==> src/rtl/ow_slot_pkg.sv <==
package ow_slot_pkg;

  typedef enum logic [1:0] {
    REQ_RESET = 2'd0,
    REQ_WRITE = 2'd1,
    REQ_TOUCH = 2'd2,
    REQ_READ  = 2'd3
  } reqKind_e;

  typedef enum logic [1:0] {
    SLOT_WR0 = 2'd0,
    SLOT_WR1 = 2'd1,
    SLOT_RD  = 2'd2,
    SLOT_RST = 2'd3
  } slotType_e;

  typedef enum logic [1:0] {
    PH_LOW  = 2'd0,
    PH_GAP  = 2'd1,
    PH_TAIL = 2'd2
  } phase_e;

  // strobes from control to datapath
  typedef struct packed {
    logic      load;
    phase_e    phase;
    slotType_e slotType;
    logic      capture;
    logic      latchCfg;
  } ctrlStrobe_t;

  localparam int unsigned MAX_BASE_US = 500;

  // phase lengths in microseconds before scaling
  function automatic int unsigned baseMicros(slotType_e t, phase_e p);
    int unsigned r;
    r = 1;
    case (t)
      SLOT_WR1, SLOT_RD: begin
        case (p)
          PH_LOW:  r = 6;
          PH_GAP:  r = 9;
          default: r = 55;
        endcase
      end
      SLOT_WR0: begin
        case (p)
          PH_LOW:  r = 60;
          PH_GAP:  r = 5;
          default: r = 5;
        endcase
      end
      default: begin
        case (p)
          PH_LOW:  r = 500;
          PH_GAP:  r = 70;
          default: r = 430;
        endcase
      end
    endcase
    return r;
  endfunction

  function automatic slotType_e decodeReq(reqKind_e k, logic b);
    slotType_e t;
    case (k)
      REQ_RESET: t = SLOT_RST;
      REQ_WRITE: t = b ? SLOT_WR1 : SLOT_WR0;
      REQ_TOUCH: t = b ? SLOT_RD : SLOT_WR0;
      default:   t = SLOT_RD;
    endcase
    return t;
  endfunction

endpackage

==> src/rtl/ow_slot_tick.sv <==
module ow_slot_tick #(
  parameter int unsigned CLKS_PER_US = 50
) (
  input  logic clk,
  input  logic rstN,
  input  logic clr,
  output logic tick
);
  localparam int unsigned CNT_W = (CLKS_PER_US > 1) ? $clog2(CLKS_PER_US) : 1;
  localparam logic [CNT_W-1:0] LAST = CNT_W'(CLKS_PER_US - 1);

  logic [CNT_W-1:0] cntQ;

  assign tick = (cntQ == LAST);

  always_ff @(posedge clk) begin
    if (!rstN || clr || tick) cntQ <= '0;
    else                      cntQ <= cntQ + 1'b1;
  end


  tick_bound_chk: assert property (@(posedge clk) disable iff (!rstN)
    tick |=> (cntQ == '0));

endmodule

==> src/rtl/ow_slot_datapath.sv <==
module ow_slot_datapath
  import ow_slot_pkg::*;
#(
  parameter int unsigned CLKS_PER_US = 50,
  parameter int unsigned COEF_W      = 4,
  parameter int unsigned SYNC_DEPTH  = 2
) (
  input  logic              clk,
  input  logic              rstN,
  input  ctrlStrobe_t       strobe,
  input  logic [COEF_W-1:0] delayScale,
  input  logic              lineIn,
  output logic              expire,
  output logic              bitOut
);
  localparam int unsigned MAX_COEF = (1 << COEF_W) - 1;
  localparam int unsigned TIMER_W  = $clog2(MAX_BASE_US * MAX_COEF + 1);

  logic                  tick;
  logic [COEF_W-1:0]     coefQ;
  logic [COEF_W-1:0]     scaleIn;
  logic [COEF_W-1:0]     coefEff;
  logic [TIMER_W-1:0]    timerQ;
  logic [TIMER_W-1:0]    loadVal;
  logic [SYNC_DEPTH-1:0] syncQ;
  logic                  lineSync;
  logic                  sampleQ;

  ow_slot_tick #(.CLKS_PER_US(CLKS_PER_US)) i_tick (
    .clk  (clk),
    .rstN (rstN),
    .clr  (strobe.load),
    .tick (tick)
  );

  // scale capture; zero behaves as one
  assign scaleIn = (delayScale == '0) ? COEF_W'(1) : delayScale;
  assign coefEff = strobe.latchCfg ? scaleIn : coefQ;

  always_ff @(posedge clk) begin
    if (!rstN)                coefQ <= COEF_W'(1);
    else if (strobe.latchCfg) coefQ <= scaleIn;
  end

  // phase timer
  assign loadVal = TIMER_W'(baseMicros(strobe.slotType, strobe.phase)) * TIMER_W'(coefEff);
  assign expire  = tick && (timerQ == TIMER_W'(1));

  always_ff @(posedge clk) begin
    if (!rstN)                          timerQ <= '0;
    else if (strobe.load)               timerQ <= loadVal;
    else if (tick && (timerQ != '0))    timerQ <= timerQ - 1'b1;
  end

  // line synchronizer, idle level high
  always_ff @(posedge clk) begin
    if (!rstN) syncQ <= '1;
    else       syncQ <= {syncQ[SYNC_DEPTH-2:0], lineIn};
  end
  assign lineSync = syncQ[SYNC_DEPTH-1];

  always_ff @(posedge clk) begin
    if (!rstN)                sampleQ <= 1'b0;
    else if (strobe.latchCfg) sampleQ <= 1'b0;
    else if (strobe.capture)  sampleQ <= lineSync;
  end
  assign bitOut = sampleQ;


  load_nonzero_chk: assert property (@(posedge clk) disable iff (!rstN)
    strobe.load |=> (timerQ != '0));


  sample_hold_chk: assert property (@(posedge clk) disable iff (!rstN)
    (!strobe.capture && !strobe.latchCfg) |=> $stable(sampleQ));

endmodule

==> src/rtl/ow_slot_ctrl.sv <==
module ow_slot_ctrl
  import ow_slot_pkg::*;
(
  input  logic        clk,
  input  logic        rstN,
  input  logic        start,
  input  logic [1:0]  reqKind,
  input  logic        reqBit,
  input  logic        expire,
  output ctrlStrobe_t strobe,
  output logic        driveLow,
  output logic        busy,
  output logic        done
);
  typedef enum logic [1:0] {ST_IDLE, ST_LOW, ST_GAP, ST_TAIL} state_e;

  state_e    stateQ, stateD;
  slotType_e slotQ;
  slotType_e reqType;
  logic      doneQ, doneD;

  assign reqType = decodeReq(reqKind_e'(reqKind), reqBit);

  always_comb begin
    stateD          = stateQ;
    doneD           = 1'b0;
    strobe          = '0;
    strobe.phase    = PH_LOW;
    strobe.slotType = slotQ;
    case (stateQ)
      ST_IDLE: begin
        if (start) begin
          strobe.load     = 1'b1;
          strobe.latchCfg = 1'b1;
          strobe.slotType = reqType;
          strobe.phase    = PH_LOW;
          stateD          = ST_LOW;
        end
      end
      ST_LOW: begin
        if (expire) begin
          strobe.load  = 1'b1;
          strobe.phase = PH_GAP;
          stateD       = ST_GAP;
        end
      end
      ST_GAP: begin
        if (expire) begin
          strobe.load    = 1'b1;
          strobe.phase   = PH_TAIL;
          strobe.capture = (slotQ == SLOT_RD) || (slotQ == SLOT_RST);
          stateD         = ST_TAIL;
        end
      end
      default: begin
        if (expire) begin
          stateD = ST_IDLE;
          doneD  = 1'b1;
        end
      end
    endcase
  end

  always_ff @(posedge clk) begin
    if (!rstN) begin
      stateQ <= ST_IDLE;
      doneQ  <= 1'b0;
      slotQ  <= SLOT_WR1;
    end else begin
      stateQ <= stateD;
      doneQ  <= doneD;
      if (stateQ == ST_IDLE && start) slotQ <= reqType;
    end
  end

  assign busy     = (stateQ != ST_IDLE);
  assign driveLow = (stateQ == ST_LOW);
  assign done     = doneQ;


  busy_fall_done_chk: assert property (@(posedge clk) disable iff (!rstN)
    $fell(busy) |-> done);


  done_pulse_chk: assert property (@(posedge clk) disable iff (!rstN)
    done |=> !done);


  ignore_start_chk: assert property (@(posedge clk) disable iff (!rstN)
    (busy && start) |=> $stable(slotQ));


  low_after_start_chk: assert property (@(posedge clk) disable iff (!rstN)
    $rose(driveLow) |-> $past(start));

endmodule

==> src/rtl/ow_slot_gen.sv <==
module ow_slot_gen
  import ow_slot_pkg::*;
#(
  parameter int unsigned CLK_HZ     = 50_000_000,
  parameter int unsigned COEF_W     = 4,
  parameter int unsigned SYNC_DEPTH = 2
) (
  input  logic              clk,
  input  logic              rstN,
  input  logic              start,
  input  logic [1:0]        reqKind,
  input  logic              reqBit,
  input  logic [COEF_W-1:0] delayScale,
  input  logic              lineIn,
  output logic              driveLow,
  output logic              busy,
  output logic              done,
  output logic              bitOut
);
  localparam int unsigned CLKS_PER_US = (CLK_HZ / 1_000_000 > 0) ? CLK_HZ / 1_000_000 : 1;

  ctrlStrobe_t strobe;
  logic        expire;

  ow_slot_ctrl i_ctrl (
    .clk      (clk),
    .rstN     (rstN),
    .start    (start),
    .reqKind  (reqKind),
    .reqBit   (reqBit),
    .expire   (expire),
    .strobe   (strobe),
    .driveLow (driveLow),
    .busy     (busy),
    .done     (done)
  );

  ow_slot_datapath #(
    .CLKS_PER_US (CLKS_PER_US),
    .COEF_W      (COEF_W),
    .SYNC_DEPTH  (SYNC_DEPTH)
  ) i_datapath (
    .clk        (clk),
    .rstN       (rstN),
    .strobe     (strobe),
    .delayScale (delayScale),
    .lineIn     (lineIn),
    .expire     (expire),
    .bitOut     (bitOut)
  );

endmodule

==> config.mk <==
export PLATFORM = sky130hd
export DESIGN_NAME = ow_slot_gen
export DESIGN_NICKNAME = d
export VERILOG_FILES = /design/src/rtl/ow_slot_pkg.sv /design/src/rtl/ow_slot_tick.sv /design/src/rtl/ow_slot_datapath.sv /design/src/rtl/ow_slot_ctrl.sv /design/src/rtl/ow_slot_gen.sv
export SDC_FILE = /design/constraint.sdc
export NUM_CORES = 1
export LEC_CHECK = 0
export ABC_AREA = 1
export CORE_MARGIN = 2
export CORE_UTILIZATION = 55
export DETAILED_ROUTE_END_ITERATION = 7
export GPL_TIMING_DRIVEN = 0
export PLACE_DENSITY_LB_ADDON = 0.12
export SLEW_MARGIN = 5
export SYNTH_ARGS = -nofsm -noshare
export SYNTH_HDL_FRONTEND = slang
export SYNTH_SLANG_ARGS = --single-unit
==> constraint.sdc <==
create_clock -name clk -period 5.3 [get_ports clk]
set_input_delay 0.795 -clock clk [delete_from_list [all_inputs] [get_ports clk]]
set_output_delay 0.795 -clock clk [all_outputs]
set_load 0.01 [all_outputs]
# [Yosys cells after proc, flatten, opt, wreduce, memory -nomap -nowiden]
# Cells that the tools add are included.
[totals] ff_bits=31 latchBits=0 ramBits=0 romBits=0 in_bits=11 output_inout_bits=4 word_cells=72 n_memories=0
[op_classes] addsub=2 multipliers=1 div=0 n_lt_le_gt_ge=0 n_eq_ne=14 n_shift=0 n_mux=26 n_bitwise=1 reduce_logical=20
[ops] operator="$mux W13" n=2
[ops] operator="$pmux W13 S2" n=1
[ops] operator="$pmux W9 S2" n=1
[ops] operator="$eq A13 B1 Y1 const B" n=1
[ops] operator="$mul A13 B4 Y13" n=1
[ops] operator="$reduce_bool A13 Y1" n=1
[ops] operator="$sub A13 B1 Y13 const B" n=1
[ops] operator="$mux W2" n=6
[ops] operator="$pmux W2 S3" n=2
[ops] operator="$pmux W6 S2" n=1
[ops] operator="$eq A2 B2 Y1 const B" n=5
[ops] operator="$pmux W3 S3" n=1
[ops] operator="$eq A2 B1 Y1 const B" n=4
[ops] operator="$logic_not A2 Y1" n=4
[ops] operator="$mux W4" n=2
[ops] operator="$add A6 B1 Y6 const B" n=1
[ops] operator="$eq A6 B6 Y1 const B" n=1
[ops] operator="$mux W1" n=6
[ops] operator="$mux W3" n=2
[ops] operator="$mux W6" n=1
[ops] operator="$reduce_bool A2 Y1" n=3
[ops] operator="$mux W5" n=1
[ops] operator="$logic_not A4 Y1" n=1
[ops] operator="$ne A2 B2 Y1 const B" n=2
[ops] operator="8 further kinds" n=13

# [Longest topological paths before layout]
# Gate-level depths: netlist of the first run.
[depth] ltp_word=9 ltp_mapped=28 mapped_depth_nobuf=28

# [By module]
# From an unflattened synthesis of the first run, not the netlist that was laid out.
[hier_totals] cells_unflattened=499 hier_area_um2=3133.0
[modules_own_cells] module="ow_slot_datapath" n_inst=1 cells_each=408 area_per_inst_um2=2494.9 seq_area_each_um2=400.4
[modules_own_cells] module="ow_slot_ctrl" n_inst=1 cells_each=55 area_per_inst_um2=355.3 seq_area_each_um2=100.1
[modules_own_cells] module="ow_slot_tick" n_inst=1 cells_each=36 area_per_inst_um2=282.8 seq_area_each_um2=120.1

# [Worst setup path after synthesis of the first run]
# No wires, ideal clock.
[synth_path] path_kind="input-to-reg" startpoint="input port start" endpoint="register i_datapath.timerQ[7]" setup_time_ns=0.113 arrival_ns=4.620 required_ns=5.187 path_slack_ns=0.567 path_stages=24 path_buffers=1 cell_sequence="nand2_1 > inv_1 > o21ai_0 > inv_1 > ha_1 > inv_1 > clkbuf_1 > nand2_1 > o21ai_1 > nor2_1 > fa_1 > inv_1 > fa_1 > inv_1 > ha_1 > nand2_1 > o21ai_0 > nand2_1 > nand3_1 > nand2_1 > nand3_1 > nand2_1 > nor2_1 > nor2_1"
[synth_via] elab_chain_cells=7 word_cells_on_any_way=14 cone_classes="mul: 1; eq/ne: 2; mux: 8; reduce/logical: 3"
[synth_lines] element="start: declaration" line_no="ow_slot_gen.sv:10" rtl="input logic start,"
[synth_lines] element="$mux W5" line_no="ow_slot_ctrl.sv:32" rtl="if (start) begin"
[synth_lines] element="$mux W2" line_no="ow_slot_ctrl.sv:30" rtl="case (stateQ)"
[synth_lines] element="$eq A2 B1 Y1 or $eq A2 B2 Y1 (tied branches)" line_no="ow_slot_pkg.sv:38" rtl="case (t)"
[synth_lines] element="$reduce_or A2 Y1" line_no="ow_slot_pkg.sv:38"
[synth_lines] element="$pmux W13 S2" line_no="ow_slot_pkg.sv:38"
[synth_lines] element="$mul A13 B4 Y13" line_no="ow_slot_datapath.sv:46" rtl="assign loadVal = TIMER_W'(baseMicros(strobe.slotType, strobe.phase)) * TIMER_W'(coefEff);"
[synth_lines] element="$mux W13" line_no="ow_slot_datapath.sv:51" rtl="else if (strobe.load) timerQ <= loadVal;"
[synth_lines] element="end signal: assignment" line_no="ow_slot_datapath.sv:51"
[synth_lines] element="end signal: assignment" line_no="ow_slot_datapath.sv:52" rtl="else if (tick && (timerQ != '0)) timerQ <= timerQ - 1'b1;"
[synth_lines] element="end: declaration" line_no="ow_slot_datapath.sv:23" rtl="logic [TIMER_W-1:0] timerQ;"
# Several ways; a longest one is shown, not always the timed one.
# A chain may end at the register's enable or synchronous reset.

# [Worst setup path after layout of the first run]
# Same ends and word-level chain as after synthesis.

==> Flow_metrics.wiki, run 1 <==
{| class="wikitable"
! Metric !! Value
|-
| Area fraction in compound gates after synthesis || 0.107
|-
| Count of H-tree levels built during CTS || 2
|-
| Count of non-filler cells in the finished layout || around 570
|-
| Slew Limit Headroom || 0.577
|-
| Post-route fraction of the period consumed by the critical path || 0.936
|-
| Layout cells sized above 1 || 0.0810
|-
| First-pass GRT wire length || between 10000 and 15000 um
|-
| Number of hold-slack violations in the final timing report || 0
|-
| Gp weighted congestion || 0.923
|-
| Number of flops mapped to enable cells by yosys || 0
|-
| Pin count of the biggest net entering global routing || 11
|-
| Layout area overhead || 10.6%
|-
| Synthesized-area fraction occupied by and/or/nand/nor cells || 0.338
|-
| Kind of critical path || in -> reg
|-
| Clock period minus final worst setup slack || 4.96 ns
|-
| Required time at the worst-slack endpoint || 5.48 ns
|-
| Xor/xnor share of the synthesized area || 0.0358
|-
| Leading area contributor after synthesis || dfxtp_1
|-
| Insertion delay to the later sink of the worst-skew pair || 0.28 ns
|-
| Setup repair after global routing missed its margin || no
|-
| Count of vias placed by the detailed router || 2953
|-
| Status || complete, no violations
|-
| Mapped Area || 3180 um^2
|-
| Half-perimeter wire length of the detailed placement result || 5490 um
|-
| Number of nets at the end of the flow || 547
|-
| Share of synthesized flip-flops with an asynchronous set or reset || 0
|-
| Sequential share of the synthesized area || 0.195
|-
| Count of mapped cells out of synthesis || 473
|-
| Post-route DRC violation count || 0
|-
| Number of iterations in the first detailed-routing pass || 5
|-
| Clock-pin slew reported for the worst setup and hold paths after clock tree synthesis || 0.07 ns
|-
| Final Max Slew Viols || 0
|-
| Launching element type of the critical path || primary input
|-
| Number of global-route vias before repair || approximately 2700
|-
| Final clock skew || 0.00652 ns
|-
| Synthesized netlist net count || 526
|-
| Arrival time at the worst endpoint || 5.14 ns
|-
| ANT cells || 0
|-
| Count of routing violations after the opening detailed-route iteration || 139
|-
| Number of synthesized register bits || 31
|-
| Number of buffers added by the clock tree synthesis step || 5
|-
| Adder and majority cell fraction of the synthesized area || 0.198
|-
| Number of max-cap violations || 0
|-
| CTS tree || done
|-
| Synthesized area per cell || 6.72 um^2
|-
| Final core occ || 0.635
|-
| Residual antenna-violating net count after detailed routing || 0
|-
| Placeable core region || 5540 um^2
|-
| Critical-path maximum fanout || 10
|-
| Width of the die || 80.0 um
|-
| Number of clock sinks || 31
|-
| Multiplexer share of the synthesized area || 0
|-
| Finished layout cell area || 3520 um^2
|-
| Cell total after placement || 559
|-
| Leakage power of the design || 1.82 nW
|-
| Slew at the pin closest to its max-slew limit || 0.631 ns
|-
| Worst supply voltage drop on vdd || 403 uV
|-
| Initial core utilization || 0.574
|-
| Number of distinct library cells after synthesis || 39
|-
| Antenna violations before repair || 0
|-
| Detail-routed net length per standard cell || 12.1 um
|-
| Hold Path Class || reg -> reg
|-
| Drt total wl || 6870 um
|-
| Site Rows || 27
|-
| Setup-failing EPs final || 0
|-
| Worst Setup End Kind || flop
|-
| Main area contributors after synthesis || dfxtp_1 (20%), ha_1 (11%), inv_1 (11%), nand2_1 (10%), fa_1 (8.8%)
|-
| Area post-placement || 3410 um^2
|-
| Total Routing Usage GR || 0.227
|-
| Pwr Density || about 640 nW/um^2
|-
| Via-to-Cell Ratio || ~5.2
|-
| Flip-flop cell with the highest count after synthesis || dfxtp_1
|-
| Overflow left after global routing || 0
|-
| Overall die height || 80.0 um
|-
| Maximum operating frequency || 202 MHz
|-
| Root Buffer Master || clkbuf_8
|-
| Synth top area share || 0.195
|-
| Area of the die || 6400 um^2
|-
| Combinational family with the most area after synthesis || simple AND/OR/NAND/NOR gates
|-
| Io pins || 15
|-
| Count of buffers from port buffering || 14
|-
| Maximum buffer depth of the clock tree || 2
|-
| Synth Warn # || 0
|}
==> sequential cells by signal (all words and copies together) (netlist names) <==
signal and flops:
i_datapath.coefQ 4, i_ctrl.slotQ 2, i_datapath.timerQ 13, i_datapath.syncQ 2
i_ctrl.stateQ 2, i_ctrl.done 1, i_datapath.bitOut 1, i_datapath.i_tick.cntQ 6
==> final timing paths <==
check | startpoint | endpoint | slack, ns | depth (start not counted)
min reg2reg | i_datapath.syncQ[0]$_SDFF_PN1_ | i_datapath.syncQ[1]$_SDFF_PN1_ | 0.42 | 1
max | start | i_datapath.timerQ[7]$_SDFFE_PN0P_ | 0.34 | 26
min | i_datapath.syncQ[0]$_SDFF_PN1_ | i_datapath.syncQ[1]$_SDFF_PN1_ | 0.42 | 1
max reg2reg | i_ctrl.stateQ[0]$_SDFFE_PN0P_ | i_datapath.timerQ[7]$_SDFFE_PN0P_ | 0.64 | 26
==> cells by family after synthesis <==
family	Yosys count
and+or+nand+nor	226
AOI/OAI and AO/OA	61
xor gates and xnor gates	13
DFF	31
adders and majority gates	42
buffers and inverters	100
==> cell usage after synthesis (all sizes together), types with 2 or more instances <==
library cell	number
dfxtp	31
xor2	11
a21oi	17
xnor2	2
nand3b	5
o21ai	32
o211ai	5
nor3	5
inv	92
fa	14
o31ai	2
ha	28
or2	5
nand4	8
nand3	37
nor2	76
nand2	88
buf	4
clkbuf	3
==> cell type report <==
type / count / area (um^2)
Multi-Input combinational cell: 342 / 2170
Fill cell: 518 / 2020
Sequential cell: 31 / 621
Inverter: 93 / 357
Timing Repair Buffer: 14 / 140
Tap cell: 72 / 90.1
Clock buffer: 6 / 82.6
Buffer: 7 / 47.5
Clock inverter: 1 / 5.00
==> timing repair <==
item,4_1_cts,5_1_grt
endpoints found under the setup margin,6,8
setup buffers,0,0
gates resized for setup,2,8
hold buffers,0,0
==> placed cells by master, fill, tap and decap left out, types with 3 or more instances in the layout <==
master / Yosys / layout
o21ai_1: 8 / 8
nand2_1: 85 / 84
o211ai_1: 5 / 5
nor3_1: 4 / 4
nor2_1: 71 / 71
nand3_1: 33 / 33
dfxtp_1: 31 / 31
nand4_1: 8 / 8
inv_1: 92 / 91
fa_1: 14 / 14
nor2_4: 3 / 3
clkbuf_8: 0 / 6
or2_2: 5 / 5
clkdlybuf4s50_1: 0 / 14
ha_1: 28 / 28
nand3b_1: 4 / 4
a21oi_1: 17 / 15
xor2_1: 11 / 11
o21ai_0: 23 / 22
==> metal layers <==
metal | global-route usage | vias to the layer above | routed length [um]
met2 | 0.393 | 57 | 3220
met1 | 0.293 | 1353 | 3310
li1 | - | 1530 | -
met3 | 0.0305 | 13 | 233
met4 | 0.0678 | 0 | 104
met5 | 0 | - | 0
==> metrics by stage <==
step,worst slack [ns],hold slack (ns),setup TNS (ns),total power [mW]
6_report,0.337,0.418,0,2.26
5_1_grt,0.00307,0.437,0,2.52
3_5_place_dp,-0.443,0.410,-2.59,2.01
3_3_place_gp,-0.416,0.396,-2.43,1.98
4_1_cts,0.0714,0.425,0,2.23
2_1_floorplan,0.567,0.393,0,1.69
==> worst max-delay path, stage by stage <==
cell and delay (ns):
clkdlybuf4s50_1 0.49, nand2_2 0.16, inv_4 0.13, o211ai_1 0.09, o21ai_0 0.15, inv_1 0.09, ha_1 0.23, inv_1 0.08
clkbuf_4 0.19, nand2_1 0.08, o21ai_1 0.16, nor2_1 0.11, fa_1 0.55, inv_1 0.05, fa_1 0.53, inv_1 0.04
ha_1 0.37, nand2_1 0.13, o21ai_2 0.19, nand2_1 0.09, nand3_1 0.07, nand2_1 0.05, nand3_1 0.10, nand2_1 0.06
nor2_1 0.09, nor2_1 0.05
==> report_power, final <==
part | leakage, nW | internal (mW) | switching (mW) | total (mW)
combinational | 1.52 | 0.641 | 1.07 | 1.71
sequential | 0.255 | 0.292 | 0.0586 | 0.350
clock | 0.0470 | 0.102 | 0.0905 | 0.192
No activity file was read; power rests on OpenSTA's default activity.
==> inputs of run 2 (changes only) <==
--- a/config.mk
+++ b/config.mk
@@ -15,3 +15,4 @@
 export SYNTH_ARGS = -nofsm -noshare
 export SYNTH_HDL_FRONTEND = slang
 export SYNTH_SLANG_ARGS = --single-unit
+export TNS_END_PERCENT = 30
==> results of run 2 <==
Same layout as run 1: the final DEF is identical, and so are final timing and power.
==> inputs of run 3 (changes only) <==
--- a/config.mk
+++ b/config.mk
@@ -10,6 +10,7 @@
 export CORE_UTILIZATION = 55
 export DETAILED_ROUTE_END_ITERATION = 7
 export GPL_TIMING_DRIVEN = 0
+export HOLD_SLACK_MARGIN = 0.1
 export PLACE_DENSITY_LB_ADDON = 0.12
 export SLEW_MARGIN = 5
 export SYNTH_ARGS = -nofsm -noshare
==> results of run 3 <==
Same layout as run 1: the final DEF is identical, and so are final timing and power.
